`src/rtl/flit_rx_ctrl.sv`:
```
`timescale 1ns/1ps
module flit_rx_ctrl #(
  parameter int FLIT_W       = 256,
  parameter int INIT_CREDITS = 8,
  parameter int BUF_DEPTH    = INIT_CREDITS
) (
  input  logic              clk,
  input  logic              rst_n,
  input  logic              act_req_i,
  output logic              act_ack_o,
  input  logic              flit_valid_i,
  input  logic [FLIT_W-1:0] flit_i,
  output logic              credit_o,
  output logic              up_valid_o,
  input  logic              up_ready_i,
  output logic [FLIT_W-1:0] up_flit_o,
  output logic              up_crc_err_o,
  output logic              proto_err_o
);
  localparam int CRC_W  = 16;
  localparam int BODY_W = FLIT_W - CRC_W;
  localparam int PTR_W  = (BUF_DEPTH > 1) ? $clog2(BUF_DEPTH) : 1;
  localparam int CNT_W  = $clog2(BUF_DEPTH + 1);
  localparam int CR_W   = $clog2(INIT_CREDITS + 1);

  logic             ack_q, perr_q;
  logic [CR_W-1:0]  owed_q, held_q;
  logic [CNT_W-1:0] count_q;
  logic [PTR_W-1:0] wr_ptr, rd_ptr;
  logic [FLIT_W-1:0] mem [BUF_DEPTH];

  function automatic logic [CRC_W-1:0] crc_calc(input logic [BODY_W-1:0] d);
    logic [CRC_W-1:0] c;
    c = 16'hFFFF;
    for (int i = BODY_W - 1; i >= 0; i--)
      c = {c[CRC_W-2:0], 1'b0} ^ ((c[CRC_W-1] ^ d[i]) ? 16'h1021 : 16'h0000);
    return c;
  endfunction

  wire link_up  = act_req_i & ack_q;
  wire accept   = flit_valid_i & link_up & (held_q != '0);
  wire drain    = up_valid_o & up_ready_i;
  wire activate = ~ack_q & act_req_i;
  wire deact    = ack_q & ~act_req_i & (count_q == '0);

  assign act_ack_o    = ack_q;
  assign credit_o     = link_up & (owed_q != '0);
  assign up_valid_o   = (count_q != '0);
  assign up_flit_o    = mem[rd_ptr];
  assign up_crc_err_o = up_valid_o &
                        (crc_calc(up_flit_o[BODY_W-1:0]) != up_flit_o[FLIT_W-1:BODY_W]);
  assign proto_err_o  = perr_q;

  always_ff @(posedge clk or negedge rst_n) begin
    if (!rst_n) begin
      ack_q   <= 1'b0;
      perr_q  <= 1'b0;
      owed_q  <= '0;
      held_q  <= '0;
      count_q <= '0;
      wr_ptr  <= '0;
      rd_ptr  <= '0;
    end else begin
      perr_q <= flit_valid_i & ~accept;
      if (activate) begin
        ack_q  <= 1'b1;
        owed_q <= CR_W'(INIT_CREDITS);
        held_q <= '0;
      end else if (deact) begin
        ack_q  <= 1'b0;
        owed_q <= '0;
        held_q <= '0;
      end else begin
        owed_q <= owed_q + CR_W'(drain) - CR_W'(credit_o);
        held_q <= held_q + CR_W'(credit_o) - CR_W'(accept);
      end
      count_q <= count_q + CNT_W'(accept) - CNT_W'(drain);
      if (accept)
        wr_ptr <= (wr_ptr == PTR_W'(BUF_DEPTH - 1)) ? '0 : wr_ptr + 1'b1;
      if (drain)
        rd_ptr <= (rd_ptr == PTR_W'(BUF_DEPTH - 1)) ? '0 : rd_ptr + 1'b1;
    end
  end

  always_ff @(posedge clk) begin
    if (accept) mem[wr_ptr] <= flit_i;
  end
endmodule


```
`config.mk`:
```
export PLATFORM = sky130hd
export DESIGN_NAME = flit_rx_ctrl
export DESIGN_NICKNAME = d
export VERILOG_FILES = /design/src/rtl/flit_rx_ctrl.sv
export SDC_FILE = /design/constraint.sdc
export NUM_CORES = 2
export LEC_CHECK = 0
export ABC_AREA = 1
export BUFFER_PORTS_ARGS = -buffer_cell sky130_fd_sc_hd__buf_4
export CORE_ASPECT_RATIO = 1.5
export CORE_MARGIN = 4
export CORE_UTILIZATION = 29
export CTS_CLUSTER_SIZE = 8
export DETAILED_ROUTE_END_ITERATION = 10
export PLACE_DENSITY = 0.46
export SLEW_MARGIN = 30
export SYNTH_ARGS = -nofsm -noshare
export SYNTH_HDL_FRONTEND = slang
export SYNTH_SLANG_ARGS = --single-unit
```
`constraint.sdc`:
```
create_clock -name clk -period 13.7 [get_ports clk]
set_input_delay 2.74 -clock clk [delete_from_list [all_inputs] [get_ports clk]]
set_output_delay 2.74 -clock clk [all_outputs]
set_load 0.02 [all_outputs]
```
==> impl_metrics.csv <==
group,metric,value,unit
synthesis,syn_nets,9560,
floorplanning,rows,267,
cts,cts.htree.levels,5,
final_layout,syn2layout_area_growth,23.8,%
synthesis,synthesis.area,103000,sq um
cts,clk_pin_slew_worst_paths,0.05,ns
synthesis,synth_enable_flop_cells,2048,
timing,fin_worst_skew,0.0572,ns
placed_design,post_dp_cell_area,116000,sq um
synthesis,synth.largest_area_cell,"edfxtp_1",
synthesis,syn_avg_cell_area,11.1,sq um
floorplanning,io_pins,522,
timing,setup_viol,1,
synthesis,ys_ff_latch,2068,
cts,cts_tree,"done",
grt,gr-total-overflow,0,
floorplanning,core_area,353000,sq um
detailed_routing,wire_per_inst,21.3,um
grt,grtUsageTotal,0.171,
detailed_routing,drt-initial-drc-count,4469,
setup_path,worst_path_max_delay_cell,"dfrtp_4",
synthesis,synth_top_area_share,0.598,
grt,antenna_found_initial,45,
final_layout,design_area,127000,sq um
timing,grt_setup_unrepaired,"yes",
cts,clk_latency,0.88,ns
synthesis,ys_seq_area_frac,0.602,
synthesis,synth.area.top_cells,"edfxtp_1 (60%), o21ai_0 (4.8%), nand2_4 (4.7%)",
placed_design,place_congestion,0.823,
setup_path,worstSetupPathType,"flop to primary output",
cts,holdBufCountCts,0,
timing,finalCriticalPeriod,16.60,ns
final_layout,drive_above_1_share,0.332,
synthesis,syn_inst,9277,
timing,fmax,60.2,MHz
synthesis,synth.distinct_cells,58,
flow_run,cap_violations,0,
grt,grt_pass1_vias,71500,
timing,hold_viol,0,
synthesis,synthArstFlopShare,0.00967,
setup_path,cp-end-kind,"primary output",
timing,finalWorstSetupSlack,-2.90,ns
setup_path,critPathMaxStageDelay,0.52,ns
grt,grt_pass1_wl,472,mm
setup_path,worstPathMaxFanout,12,
cts,cts.sink_count,2068,
setup_path,r2r.worst_path.cells,9,
synthesis,ys.flop_type,"edfxtp_1",
placed_design,io_buffers,521,
detailed_routing,drc,0,
run_status,violations,"setup timing",
setup_path,cp.arrival,13.86,ns
floorplanning,die_x,494,um
detailed_routing,vias,72400,
detailed_routing,ant_nets,0,
floorplanning,initial_core_util,0.291,
setup_path,required,10.96,ns
run_status,run_status,"finished, violations left",
synthesis,yosysWarnings,0,
grt,grt_max_degree,201,
timing,period_share,1.21,
setup_path,start_kind,"flop",
detailed_routing,drtPass1Iterations,5,
setup_path,crit_top_cell,"nand2_4",
timing,maxSlewViolCount,0,
cts,root_buffer,"clkbuf_16",
detailed_routing,totalWireLength,323,mm
cts,numCtsBuffers,302,
timing,tightest_slew,1.28,ns
floorplanning,fp.dieArea,365000,sq um
placed_design,dp_hpwl,211,mm
cts,cts_max_path_buffers,4,
floorplanning,floorplan.die.height,738,um
synthesis,synthTopCellsByCount,"edfxtp_1 (2,048), nand2_1 (1,249), o21ai_0 (986), nor2_1 (964), inv_1 (702)",
hold_path,hold_class,"flop to flop",
detailed_routing,viasPerCell,4.76,
synthesis,yosysMostFrequentCell,"edfxtp_1",
hold_path,hold_depth,1,
final_layout,final_nets,10700,
timing,max_slew_margin,0.148,
[layer usage]
metal / up-vias / share of wire / global-route usage
met4: 34 / 0.019 / 0.0383
met2: 1489 / 0.50 / 0.299
li1: 34400 / - / -
met5: - / 0.00070 / 0
met3: 379 / 0.053 / 0.0310
met1: 36100 / 0.43 / 0.220
[final cells by class]
| class | count | area [sq um] |
|---|---|---|
| repair inverters | 2 | 46.3 |
| repair buffers | 1251 | 10500 |
| diodes | 18 | 45.0 |
| flip-flops and latches | 2068 | 62000 |
| inverters | 819 | 3210 |
| fillers | 34800 | 226000 |
| clock buffers | 333 | 7740 |
| multi-input cells | 5989 | 37500 |
| well taps | 4707 | 5890 |
| clock inverters | 27 | 495 |
[cell families (layout without fill, tap and decap cells)]
family,Yosys count,count (layout),share of synthesized area
AOI/OAI and AO/OA,1589,1589,0.0856
xor gates and xnor gates,37,37,0.00377
DFF,2068,2068,0.602
and+or+nand+nor,4341,4341,0.246
adders and majority gates,22,22,0.00289
other,0,18,0
buffers and inverters,1220,2432,0.0590
[sequential cells by signal (all words and copies together) (netlist names)]
name	cells
owed_q	4
wr_ptr	3
rd_ptr	3
act_ack_o	1
held_q	4
proto_err_o	1
mem	2048
count_q	4
[what timing repair did]
action | in CTS | in global routing
pin swaps | 57 | 174
buffers inserted | 17 | 25
gates resized for setup | 183 | 353
endpoints found under the setup margin | 1 | 1
cloned | 7 | 1
[worst paths after layout]
kind,slack (ns),end,start
max,-2.90,up_crc_err_o,rd_ptr[0]$_DFFE_PN0P_
min,0.52,count_q[0]$_DFF_PN0_,count_q[0]$_DFF_PN0_
max reg2reg,8.93,mem[2][102]$_DFFE_PP_,held_q[2]$_DFF_PN0_
min reg2reg,0.52,count_q[0]$_DFF_PN0_,count_q[0]$_DFF_PN0_
max in group asynchronous,11.54,rd_ptr[2]$_DFFE_PN0P_,rst_n
min in group asynchronous,1.78,wr_ptr[2]$_DFFE_PN0P_,rst_n
[stage by stage]
step / cells / utilization / setup TNS [ns] / setup slack (ns) / hold WS (ns)
floorplan: 9277 / - / -2993.35 / -1.56 / 0.479
global placement: 14800 / 0.328 / -2.91 / -2.91 / 0.492
detailed placement: 14800 / 0.328 / -3.03 / -3.03 / 0.517
CTS: 15200 / 0.355 / -3.21 / -3.21 / 0.529
global route: 15200 / 0.361 / -4.02 / -4.02 / 0.537
finish: 15200 / 0.361 / -2.90 / -2.90 / 0.517
[layout by cell type, fill, tap and decap left out, drive strengths merged, types with 30 or more instances in the layout]
master and count:
buf 1248, nor2 1026, nand3 952, nand3b 74, o21ai 1114, nand2 2280
edfxtp 2048, clkbuf 334, inv 820, o22ai 459, xnor2 30
[worst max-delay path: cells and delay by family, from the launching register on]
| family | cells | cell delay, ns |
|---|---|---|
| XOR/XNOR | 1 | 0.18 |
| buffers and inverters | 22 | 2.41 |
| flip-flops | 1 | 0.52 |
| AND/OR/NAND/NOR | 106 | 9.82 |
Power is not shown: default switching activity piles up to over one toggle a cycle in this logic, so the estimate is an artifact.
